### config.mk
export PLATFORM = sky130hd
export DESIGN_NAME = cdh_calibrator
export DESIGN_NICKNAME = d
export VERILOG_FILES = /design/src/rtl/cdh_pkg.sv /design/src/rtl/cdh_ram.sv /design/src/rtl/cdh_bin_math.sv /design/src/rtl/cdh_calibrator.sv
export SDC_FILE = /design/constraint.sdc
export NUM_CORES = 2
export LEC_CHECK = 0
export CORE_MARGIN = 8
export CORE_UTILIZATION = 35
export DETAILED_ROUTE_END_ITERATION = 12
export DONT_BUFFER_PORTS = 1
export PLACE_DENSITY_LB_ADDON = 0.1
export SLEW_MARGIN = 0
export SYNTH_ARGS = -nofsm -noshare
export SYNTH_HDL_FRONTEND = slang
export SYNTH_SLANG_ARGS = --single-unit
### constraint.sdc
create_clock -name clk -period 5.9 [get_ports clk]
set_input_delay 1.475 -clock clk [delete_from_list [all_inputs] [get_ports clk]]
set_output_delay 1.475 -clock clk [all_outputs]
set_load 0.01 [all_outputs]
### src/rtl/cdh_pkg.sv
package cdh_pkg;

  typedef enum logic [2:0] {
    ST_IDLE  = 3'd0,
    ST_CLEAR = 3'd1,
    ST_RUN   = 3'd2,
    ST_PROC  = 3'd3,
    ST_DONE  = 3'd4
  } cdh_state_e;

endpackage

### src/rtl/cdh_ram.sv
module cdh_ram #(
  parameter int AW = 4,
  parameter int DW = 16
) (
  input  logic          clk,
  input  logic          we,
  input  logic [AW-1:0] waddr,
  input  logic [DW-1:0] wdata,
  input  logic [AW-1:0] raddr,
  output logic [DW-1:0] rdata
);
  localparam int DEPTH = 1 << AW;

  logic [DW-1:0] mem [DEPTH];

  // one write port, one registered read port (read returns the old word)
  always_ff @(posedge clk) begin
    if (we) mem[waddr] <= wdata;
    rdata <= mem[raddr];
  end
endmodule

### src/rtl/cdh_bin_math.sv
module cdh_bin_math #(
  parameter int CNT_W  = 14,
  parameter int FRAC_W = 8,
  parameter int IDEAL  = 625
) (
  input  logic        [CNT_W-1:0]        cnt,
  input  logic        [CNT_W-1:0]        cum,
  output logic signed [CNT_W+FRAC_W+1:0] dnl,
  output logic        [CNT_W+FRAC_W:0]   mid
);
  localparam int SW = CNT_W + FRAC_W + 2;
  localparam int MW = CNT_W + FRAC_W + 1;

  logic signed [SW-1:0] diff;
  logic signed [SW-1:0] scaled;
  logic        [MW-1:0] num;

  always_comb begin
    diff   = $signed(SW'(cnt)) - $signed(SW'(IDEAL));
    scaled = diff <<< FRAC_W;
    dnl    = scaled / $signed(SW'(IDEAL));
    num    = ((MW'(cum) << 1) + MW'(cnt)) << (FRAC_W - 1);
    mid    = num / MW'(IDEAL);
  end
endmodule

### src/rtl/cdh_calibrator.sv
module cdh_calibrator
  import cdh_pkg::*;
#(
  parameter int CODE_W  = 4,
  parameter int SAMPLES = 10000,
  parameter int FRAC_W  = 8
) (
  input  logic                                          clk,
  input  logic                                          rst_n,
  input  logic                                          start,
  input  logic                                          hit_valid,
  input  logic [CODE_W-1:0]                             hit_code,
  input  logic [CODE_W-1:0]                             rd_addr,
  output logic [$clog2(SAMPLES+1)-1:0]                  rd_count,
  output logic [$clog2(SAMPLES+1)+FRAC_W+1:0]           rd_dnl,
  output logic [$clog2(SAMPLES+1)+FRAC_W+CODE_W+1:0]    rd_inl,
  output logic [$clog2(SAMPLES+1)+FRAC_W:0]             rd_mid,
  output logic                                          done
);
  localparam int BINS  = 1 << CODE_W;
  localparam int IDEAL = SAMPLES / BINS;
  localparam int CNT_W = $clog2(SAMPLES + 1);
  localparam int DNL_W = CNT_W + FRAC_W + 2;
  localparam int INL_W = DNL_W + CODE_W;
  localparam int MID_W = CNT_W + FRAC_W + 1;
  localparam int RES_W = DNL_W + INL_W + MID_W;
  localparam int PTR_W = CODE_W + 1;
  localparam logic [PTR_W-1:0] PTR_END  = PTR_W'(BINS);
  localparam logic [PTR_W-1:0] PTR_LAST = PTR_W'(BINS - 1);
  localparam logic [CNT_W-1:0] CAP      = CNT_W'(SAMPLES);

  // reset: asserted asynchronously, released on the clock
  logic [1:0] rst_pipe;
  logic       rst_q;
  always_ff @(posedge clk or negedge rst_n) begin
    if (!rst_n) rst_pipe <= 2'b00;
    else        rst_pipe <= {rst_pipe[0], 1'b1};
  end
  assign rst_q = rst_pipe[1];

  cdh_state_e                state_q, state_d;
  logic [PTR_W-1:0]          ptr_q, ptr_d;
  logic [CNT_W-1:0]          accepted_q, accepted_d;
  logic                      s1_v_q, s1_v_d;
  logic [CODE_W-1:0]         s1_addr_q, s1_addr_d;
  logic                      wq_v_q, wq_v_d;
  logic [CODE_W-1:0]         wq_addr_q, wq_addr_d;
  logic [CNT_W-1:0]          wq_data_q, wq_data_d;
  logic                      pv_q, pv_d;
  logic [CODE_W-1:0]         pa_q, pa_d;
  logic [CNT_W-1:0]          cum_q, cum_d;
  logic signed [INL_W-1:0]   inl_q, inl_d;

  // histogram RAM signals
  logic                      cnt_we;
  logic [CODE_W-1:0]         cnt_waddr, cnt_raddr;
  logic [CNT_W-1:0]          cnt_wdata, cnt_rdata;
  logic                      hit_take;
  logic [CNT_W-1:0]          rmw_old, rmw_new;

  // result RAM signals
  logic                      res_we;
  logic [RES_W-1:0]          res_wdata, res_rdata;
  logic signed [DNL_W-1:0]   bin_dnl;
  logic [MID_W-1:0]          bin_mid;
  logic signed [INL_W-1:0]   inl_next;

  cdh_ram #(.AW(CODE_W), .DW(CNT_W)) u_hist (
    .clk  (clk),
    .we   (cnt_we),
    .waddr(cnt_waddr),
    .wdata(cnt_wdata),
    .raddr(cnt_raddr),
    .rdata(cnt_rdata)
  );

  cdh_ram #(.AW(CODE_W), .DW(RES_W)) u_result (
    .clk  (clk),
    .we   (res_we),
    .waddr(pa_q),
    .wdata(res_wdata),
    .raddr(rd_addr),
    .rdata(res_rdata)
  );

  cdh_bin_math #(.CNT_W(CNT_W), .FRAC_W(FRAC_W), .IDEAL(IDEAL)) u_math (
    .cnt(cnt_rdata),
    .cum(cum_q),
    .dnl(bin_dnl),
    .mid(bin_mid)
  );

  // read-modify-write with forwarding of the word written one edge earlier
  always_comb begin
    hit_take = (state_q == ST_RUN) && hit_valid && (accepted_q != CAP);
    rmw_old  = (wq_v_q && (wq_addr_q == s1_addr_q)) ? wq_data_q : cnt_rdata;
    rmw_new  = rmw_old + CNT_W'(1);
    inl_next = inl_q + INL_W'(bin_dnl);
    res_wdata = {bin_dnl, inl_next, bin_mid};
  end

  always_comb begin
    unique case (state_q)
      ST_RUN:  cnt_raddr = hit_code;
      ST_PROC: cnt_raddr = ptr_q[CODE_W-1:0];
      default: cnt_raddr = rd_addr;
    endcase
    cnt_we    = 1'b0;
    cnt_waddr = s1_addr_q;
    cnt_wdata = rmw_new;
    if (state_q == ST_CLEAR) begin
      cnt_we    = 1'b1;
      cnt_waddr = ptr_q[CODE_W-1:0];
      cnt_wdata = '0;
    end else if ((state_q == ST_RUN) && s1_v_q) begin
      cnt_we = 1'b1;
    end
    res_we = (state_q == ST_PROC) && pv_q;
  end

  // next state
  always_comb begin
    state_d    = state_q;
    ptr_d      = ptr_q;
    accepted_d = accepted_q;
    s1_v_d     = hit_take;
    s1_addr_d  = hit_code;
    wq_v_d     = (state_q == ST_RUN) && s1_v_q;
    wq_addr_d  = s1_addr_q;
    wq_data_d  = rmw_new;
    pv_d       = 1'b0;
    pa_d       = pa_q;
    cum_d      = cum_q;
    inl_d      = inl_q;
    unique case (state_q)
      ST_IDLE, ST_DONE: begin
        if (start) begin
          state_d = ST_CLEAR;
          ptr_d   = '0;
        end
      end
      ST_CLEAR: begin
        ptr_d = ptr_q + PTR_W'(1);
        if (ptr_q == PTR_LAST) begin
          state_d    = ST_RUN;
          ptr_d      = '0;
          accepted_d = '0;
        end
      end
      ST_RUN: begin
        accepted_d = accepted_q + CNT_W'(hit_take);
        if ((accepted_q == CAP) && !s1_v_q) begin
          state_d = ST_PROC;
          ptr_d   = '0;
          cum_d   = '0;
          inl_d   = '0;
        end
      end
      ST_PROC: begin
        if (ptr_q != PTR_END) begin
          ptr_d = ptr_q + PTR_W'(1);
          pv_d  = 1'b1;
          pa_d  = ptr_q[CODE_W-1:0];
        end
        if (pv_q) begin
          cum_d = cum_q + cnt_rdata;
          inl_d = inl_next;
          if (pa_q == PTR_LAST[CODE_W-1:0]) state_d = ST_DONE;
        end
      end
      default: state_d = ST_IDLE;
    endcase
  end

  // registers
  always_ff @(posedge clk or negedge rst_q) begin
    if (!rst_q) begin
      state_q    <= ST_IDLE;
      ptr_q      <= '0;
      accepted_q <= '0;
      s1_v_q     <= 1'b0;
      s1_addr_q  <= '0;
      wq_v_q     <= 1'b0;
      wq_addr_q  <= '0;
      wq_data_q  <= '0;
      pv_q       <= 1'b0;
      pa_q       <= '0;
      cum_q      <= '0;
      inl_q      <= '0;
    end else begin
      state_q    <= state_d;
      ptr_q      <= ptr_d;
      accepted_q <= accepted_d;
      s1_v_q     <= s1_v_d;
      s1_addr_q  <= s1_addr_d;
      wq_v_q     <= wq_v_d;
      wq_addr_q  <= wq_addr_d;
      wq_data_q  <= wq_data_d;
      pv_q       <= pv_d;
      pa_q       <= pa_d;
      cum_q      <= cum_d;
      inl_q      <= inl_d;
    end
  end

  assign rd_count = cnt_rdata;
  assign rd_dnl   = res_rdata[RES_W-1 -: DNL_W];
  assign rd_inl   = res_rdata[MID_W +: INL_W];
  assign rd_mid   = res_rdata[0 +: MID_W];
  assign done     = (state_q == ST_DONE);
endmodule

# Word-level counts from Yosys, hierarchy flattened
# Memory sizes are Yosys's and may differ from the RTL's. A register that Yosys moved wholly into a read port is not among the register bits.
# Cells that the tools add are included.
[classes]
add_sub_neg = 7
multipliers = 0
n_div = 2
n_lt_le_gt_ge = 0
n_eq_ne = 16
shift = 0
muxes = 31
bitwise_logic = 0
reduce_logical = 17
[ops]
columns = ["operator", "count"]
rows = [
  ["$mux 14", 5],
  ["$mux 28", 2],
  ["$pmux 14 s2", 2],
  ["$pmux 28 s2", 1],
  ["$add 28x24->28", 1],
  ["$div 24x11->24 const B", 1],
  ["$div 23x10->23 const B", 1],
  ["$mux 5", 4],
  ["$pmux 5 s4", 1],
  ["$add 15x14->16", 1],
  ["$mux 3", 5],
  ["$sub 14x10->15 const B", 1],
  ["$add 14x1->14", 1],
  ["$add 14x1->14 const B", 1],
  ["$add 14x14->14", 1],
  ["$eq 14x14->1 const B", 1],
  ["$ne 14x14->1 const B", 1],
  ["$pmux 3 s4", 1],
  ["$mux 1", 8],
  ["$ne 2x1->1 const B", 4],
  ["$pmux 4 s2", 1],
  ["$eq 3x2->1 const B", 2],
  ["$logic_and 1x1->1", 6],
  ["$add 5x1->5 const B", 1],
  ["other kinds (17)", 20],
]
[word_totals]
regBits = 95
latchBits = 0
ramBits = 1424
mem_bits_ro = 0
inputBits = 12
out_inout_bits = 90
wordCells = 88
memories = 2
[mem_list]
columns = ["memory", "words", "word_bits", "read_ports", "rd_clocked_by_memory_dff", "write_ports", "line_no", "source"]
rows = [
  ["u_result.mem", 16, 75, 1, 1, 1, "cdh_ram.sv:14", "logic [DW-1:0] mem [DEPTH];"],
  ["u_hist.mem", 16, 14, 1, 1, 1, "cdh_ram.sv:14", ""],
]

# Logic depth before layout (Yosys ltp)
[logic_depth]
depth_word = 6
mapped_depth = 125
mapped_depth_nobuf = 109

# Modules after synthesis
# Synthesis repeated with hierarchy kept, for this count alone.
[hier_totals]
cells_unflattened = 5131
hier_area_um2 = 75984.1
[by_module_without_submodules]
columns = ["mod", "instances", "cells_each", "area_each_um2", "seq_area_each_um2"]
rows = [
  ["cdh_ram at u_result", 1, 1926, 46319.4, 37536.0],
  ["cdh_bin_math", 1, 2119, 14451.4, 0.0],
  ["cdh_ram at u_hist", 1, 379, 8763.4, 7006.7],
  ["cdh_calibrator", 1, 707, 6449.9, 2377.3],
]

# Worst setup path after synthesis
# No wires, ideal clock.
[synth_timing]
path_kind = "register to register"
from = "register u_hist.rdata[0] (read register of u_hist.mem)"
to = "register inl_q[27]"
setup_time_ps = 121
t_arrival_ps = 24028
required_time_ps = 5779
setup_slack_ps = -18249
path_stages_with_launch = 122
path_buffers = 14
period_less_slack_ps = 24149
path_cell_list = "dfxtp_1 buf_4 clkinv_1 ha_1 clkbuf_1 nand2_1 nor3_1 a41oi_1 or3_4 a2111oi_4 buf_6 a211o_1 a21oi_1 a2111oi_1 o311ai_1 mux2_2 o21ba_2 o211a_4 [... 86 more ...] a21oi_1 o21bai_1 a21oi_1 o21bai_1 a21oi_1 o21bai_1 a21oi_1 o21bai_1 a21oi_1 o21bai_1 a21oi_1 o21bai_1 a21oi_1 o21bai_1 a21oi_1 xor2_1 xnor2_2 a22o_1"
[synth_via]
elab_chain_len = 5
[synth_rtl]
columns = ["item", "line_no", "source"]
rows = [
  ["start: declaration", "cdh_ram.sv:10", "output logic [DW-1:0] rdata"],
  ["$sub 14x10->15", "cdh_bin_math.sv:19", "diff = $signed(SW'(cnt)) - $signed(SW'(IDEAL));"],
  ["$div 24x11->24", "cdh_bin_math.sv:21", "dnl = scaled / $signed(SW'(IDEAL));"],
  ["net bin_dnl[0]", "cdh_calibrator.sv:64", "logic signed [DNL_W-1:0] bin_dnl;"],
  ["$add 28x24->28", "cdh_calibrator.sv:98", "inl_next = inl_q + INL_W'(bin_dnl);"],
  ["net inl_next[27]", "cdh_calibrator.sv:66", "logic signed [INL_W-1:0] inl_next;"],
  ["$mux 28", "cdh_calibrator.sv:165", "if (pv_q) begin"],
  ["$pmux 28 s2", "cdh_calibrator.sv:135", "unique case (state_q)"],
  ["end signal: assignment", "cdh_calibrator.sv:202", "inl_q <= inl_d;"],
  ["end: declaration", "cdh_calibrator.sv:52", "logic signed [INL_W-1:0] inl_q, inl_d;"],
]
# The timed path passes the listed nets, and every way through them passes these cells. The select of a mux whose other input is x is not followed.
# A chain may end at the register's enable or synchronous reset.

# Worst setup path after layout
[layout_timing]
from = "register u_hist.rdata[0] (read register of u_hist.mem)"
to = "memory u_result.mem[1][50] (netlist name) (data pin)"
[layout_via]
elab_chain_len = 3
[layout_rtl]
columns = ["item", "line_no"]
rows = [
  ["$sub 14x10->15", "cdh_bin_math.sv:19"],
  ["$div 24x11->24", "cdh_bin_math.sv:21"],
  ["net bin_dnl[0]", "cdh_calibrator.sv:64"],
  ["$add 28x24->28", "cdh_calibrator.sv:98"],
  ["net inl_next[27]", "cdh_calibrator.sv:66"],
  ["end: declaration", "cdh_ram.sv:14"],
]
# The timed path passes the listed nets, and every way through them passes these cells.

==> reports/results.ini <==
[floorplanning]
rows=163
design.core.area_um2=197000
ios=102
die_w_um=460
die_area_um2=212000
start_util_pct=35.1
die_h_um=460

[synth]
yosysSeqAreaShare_pct=60.7
syn_inst=4628
avgSynthCellArea_um2=14.9
synth-edff-count=1264
synth_warnings=0
synthArstFlopShare_pct=6.61
synth_cell_types=139
ys.flop_type=edfxtp_1
synth_area_um2=69000
ys_ff_latch=1438

[outcome]
failed_checks=negative setup slack
outcome=finished, violations left

[global_route]
grt_pass1_vias=47900
antenna_found_initial=7
grt.overflow.total=0
grt_util_all_layers_pct=18.5
grt_max_degree=262
grt_pass1_wl_um=301000

[clock_network]
cts.sinks=1438
cts-htree-levels=4
cts_root_buffer=clkbuf_16
insertion_delay_ps=810
cts_tree=built
clkTransAtPathRegs_ps=60
clk_path_buf_depth=3
holdBufCountCts=0
cts_buffers=157

[routing]
wl_per_cell_um=22.9
routed_via_density=5.27
vias=46000
drc_errors=0
drtPass1Iterations=5
drtIter0Drc=3202
drt_wl_total_um=200000
ant_nets=0

[timing]
setup_viol=1004
rsz0062_at_grt=yes
max_freq_mhz=52.9
fin_ws_ps=-12990
finalSetupTns_ps=-9678440
fin_crit_sh_pct=320
worst_pin_slew_ps=1170
skew_ps=48.2
max-slew-margin-rel_pct=22.2
min_period_ps=18890
finalHoldViolations=0
slew_viol_final=0

[setup_path]
cp-end-kind=flip-flop
cpMaxStageDelayCell=or4_4
crit_arrival_ps=19440
required_ps=6450
critPathMaxStageDelay_ps=550
crit_type=reg -> reg
crit_path_start_kind=flip-flop
crit_fanout=16

[placement]
place_area_um2=82500
dp_hpwl_um=126000
gp_congestion=0.817
io_buffers=0
dp_cells=8346

[min_path]
hold_path.class=reg -> reg

[finish]
drive_gt1_share_pct=38.7
stdcell_count=8730
synthToLayoutAreaGrowth_pct=29.4
nets=6059
stdcell_area_um2=89300

[run]
maxCapViolCount=0

[cells in the mapped netlist, types with 56 or more instances]
| cell type | count | area (µm²) |
|---|---|---|
| a211oi_1 | 56 | 420 |
| a21oi_1 | 197 | 986 |
| clkbuf_1 | 124 | 465 |
| dfrtp_1 | 95 | 2380 |
| dfxtp_1 | 79 | 1580 |
| edfxtp_1 | 1264 | 38000 |
| ha_1 | 86 | 1080 |
| inv_1 | 75 | 282 |
| mux2i_1 | 78 | 781 |
| mux4_2 | 381 | 8580 |
| nand2_1 | 233 | 875 |
| nand3_1 | 114 | 571 |
| nor2_1 | 231 | 867 |
| nor3_1 | 86 | 430 |
| o21ai_0 | 155 | 776 |
| xnor2_1 | 130 | 1140 |
| xor2_1 | 80 | 701 |
[cells in the final DEF, fill, tap and decap left out, types with 28 or more instances in the layout]
master,instances
edfxtp_1,1264
a31oi_1,41
a21o_1,39
ha_1,73
o21ai_0,150
inv_1,67
and2_1,46
clkinv_1,28
a21oi_1,171
nor3_1,74
nor2b_1,32
dfxtp_1,75
clkbuf_1,32
nand4_1,30
a22o_1,38
a211oi_1,50
xor2_1,73
o211ai_1,55
xnor2_1,110
nand2b_1,53
dfrtp_1,94
or3_1,36
and3_1,33
buf_4,1303
o21bai_1,39
buf_12,54
nand2_1,227
nand3_1,113
mux4_2,381
clkbuf_16,163
mux2i_1,71
nor2_1,213
[critical path: cells and delay by family, from the launching register on]
family	cells	cell delay, ps
AO/OA/AOI/OAI	51	9030
XOR/XNOR	5	840
adder cells (fa/ha/maj)	9	1980
buffers and inverters	12	1250
flip-flops	1	380
multiplexers	6	1240
AND/OR/NAND/NOR	23	3910
[kinds of logic (layout without fill, tap and decap cells)]
family	after synthesis	count (layout)	share of synthesized area, %
xor+xnor	220	220	2.92
flops	1438	1438	60.7
buf+inv	304	1757	1.85
compound gates	1035	1035	10.9
fa+ha+maj	92	92	1.69
simple gates	1046	1046	7.79
other cells	2	11	0.0109
mux	491	491	14.1
[per-stage QoR]
step | hold WS (ps) | setup WS [ps] | util, %
6_report | 357 | -12990 | 45.4
5_1_grt | 316 | -14050 | 45.4
4_1_cts | 284 | -12860 | 45.0
3_5_place_dp | 336 | -13370 | 42.0
3_3_place_gp | 342 | -12900 | 42.0
2_1_floorplan | 331 | -15090 | -
[state kept, by name, summed over array words and instances (netlist names)]
name and count:
u_result.mem 1040, u_hist.mem 224, u_result.rdata 65, inl_q 28, accepted_q 14, cum_q 14
u_hist.rdata 14, wq_data_q 14, ptr_q 5, pa_q 4, s1_addr_q 4, wq_addr_q 4
state_q 3, rst_pipe 2, pv_q 1, s1_v_q 1, wq_v_q 1
[metal layers]
| metal | track usage, % | wire length (µm) |
|---|---|---|
| met1 | 25.2 | 90300 |
| met2 | 31.8 | 98300 |
| met3 | 2.41 | 7390 |
| met4 | 3.69 | 3530 |
| met5 | 0 | 0 |
[final timing paths]
check	slack (ps)	depth (start not counted)	start	to
max	-12990	106	u_hist.rdata[0]	u_result.mem[1][50]
min	360	0	rst_pipe[0]	rst_pipe[1]
max reg2reg	-12990	106	u_hist.rdata[0]	u_result.mem[1][50]
min reg2reg	360	0	rst_pipe[0]	rst_pipe[1]
max in group asynchronous	4270	1	rst_pipe[1]	cum_q[0]
min in group asynchronous	370	0	rst_n	rst_pipe[1]
[cell type report]
| type | instances | area, µm² |
|---|---|---|
| well taps | 2640 | 3300 |
| diodes | 1 | 2.50 |
| fillers | 17600 | 107000 |
| clock buffers | 199 | 4220 |
| clock inverters | 91 | 926 |
| multi-input cells | 2894 | 27400 |
| repair buffers | 1378 | 11100 |
| inverters | 89 | 367 |
| flip-flops and latches | 1438 | 41900 |
[timing repair]
| item | 4_1_cts | 5_1_grt |
|---|---|---|
| setup endpoints to repair | 1020 | 1020 |
| pin swaps | 20 | 75 |
| buffers inserted | 56 | 39 |
| resized for setup | 59 | 98 |
| hold endpoints to repair | 0 | 0 |
| cloned | 1 | 3 |
Power is left out: the tool's default activity adds up to more than one toggle a clock period on the data nets, which glitch-free logic cannot reach.
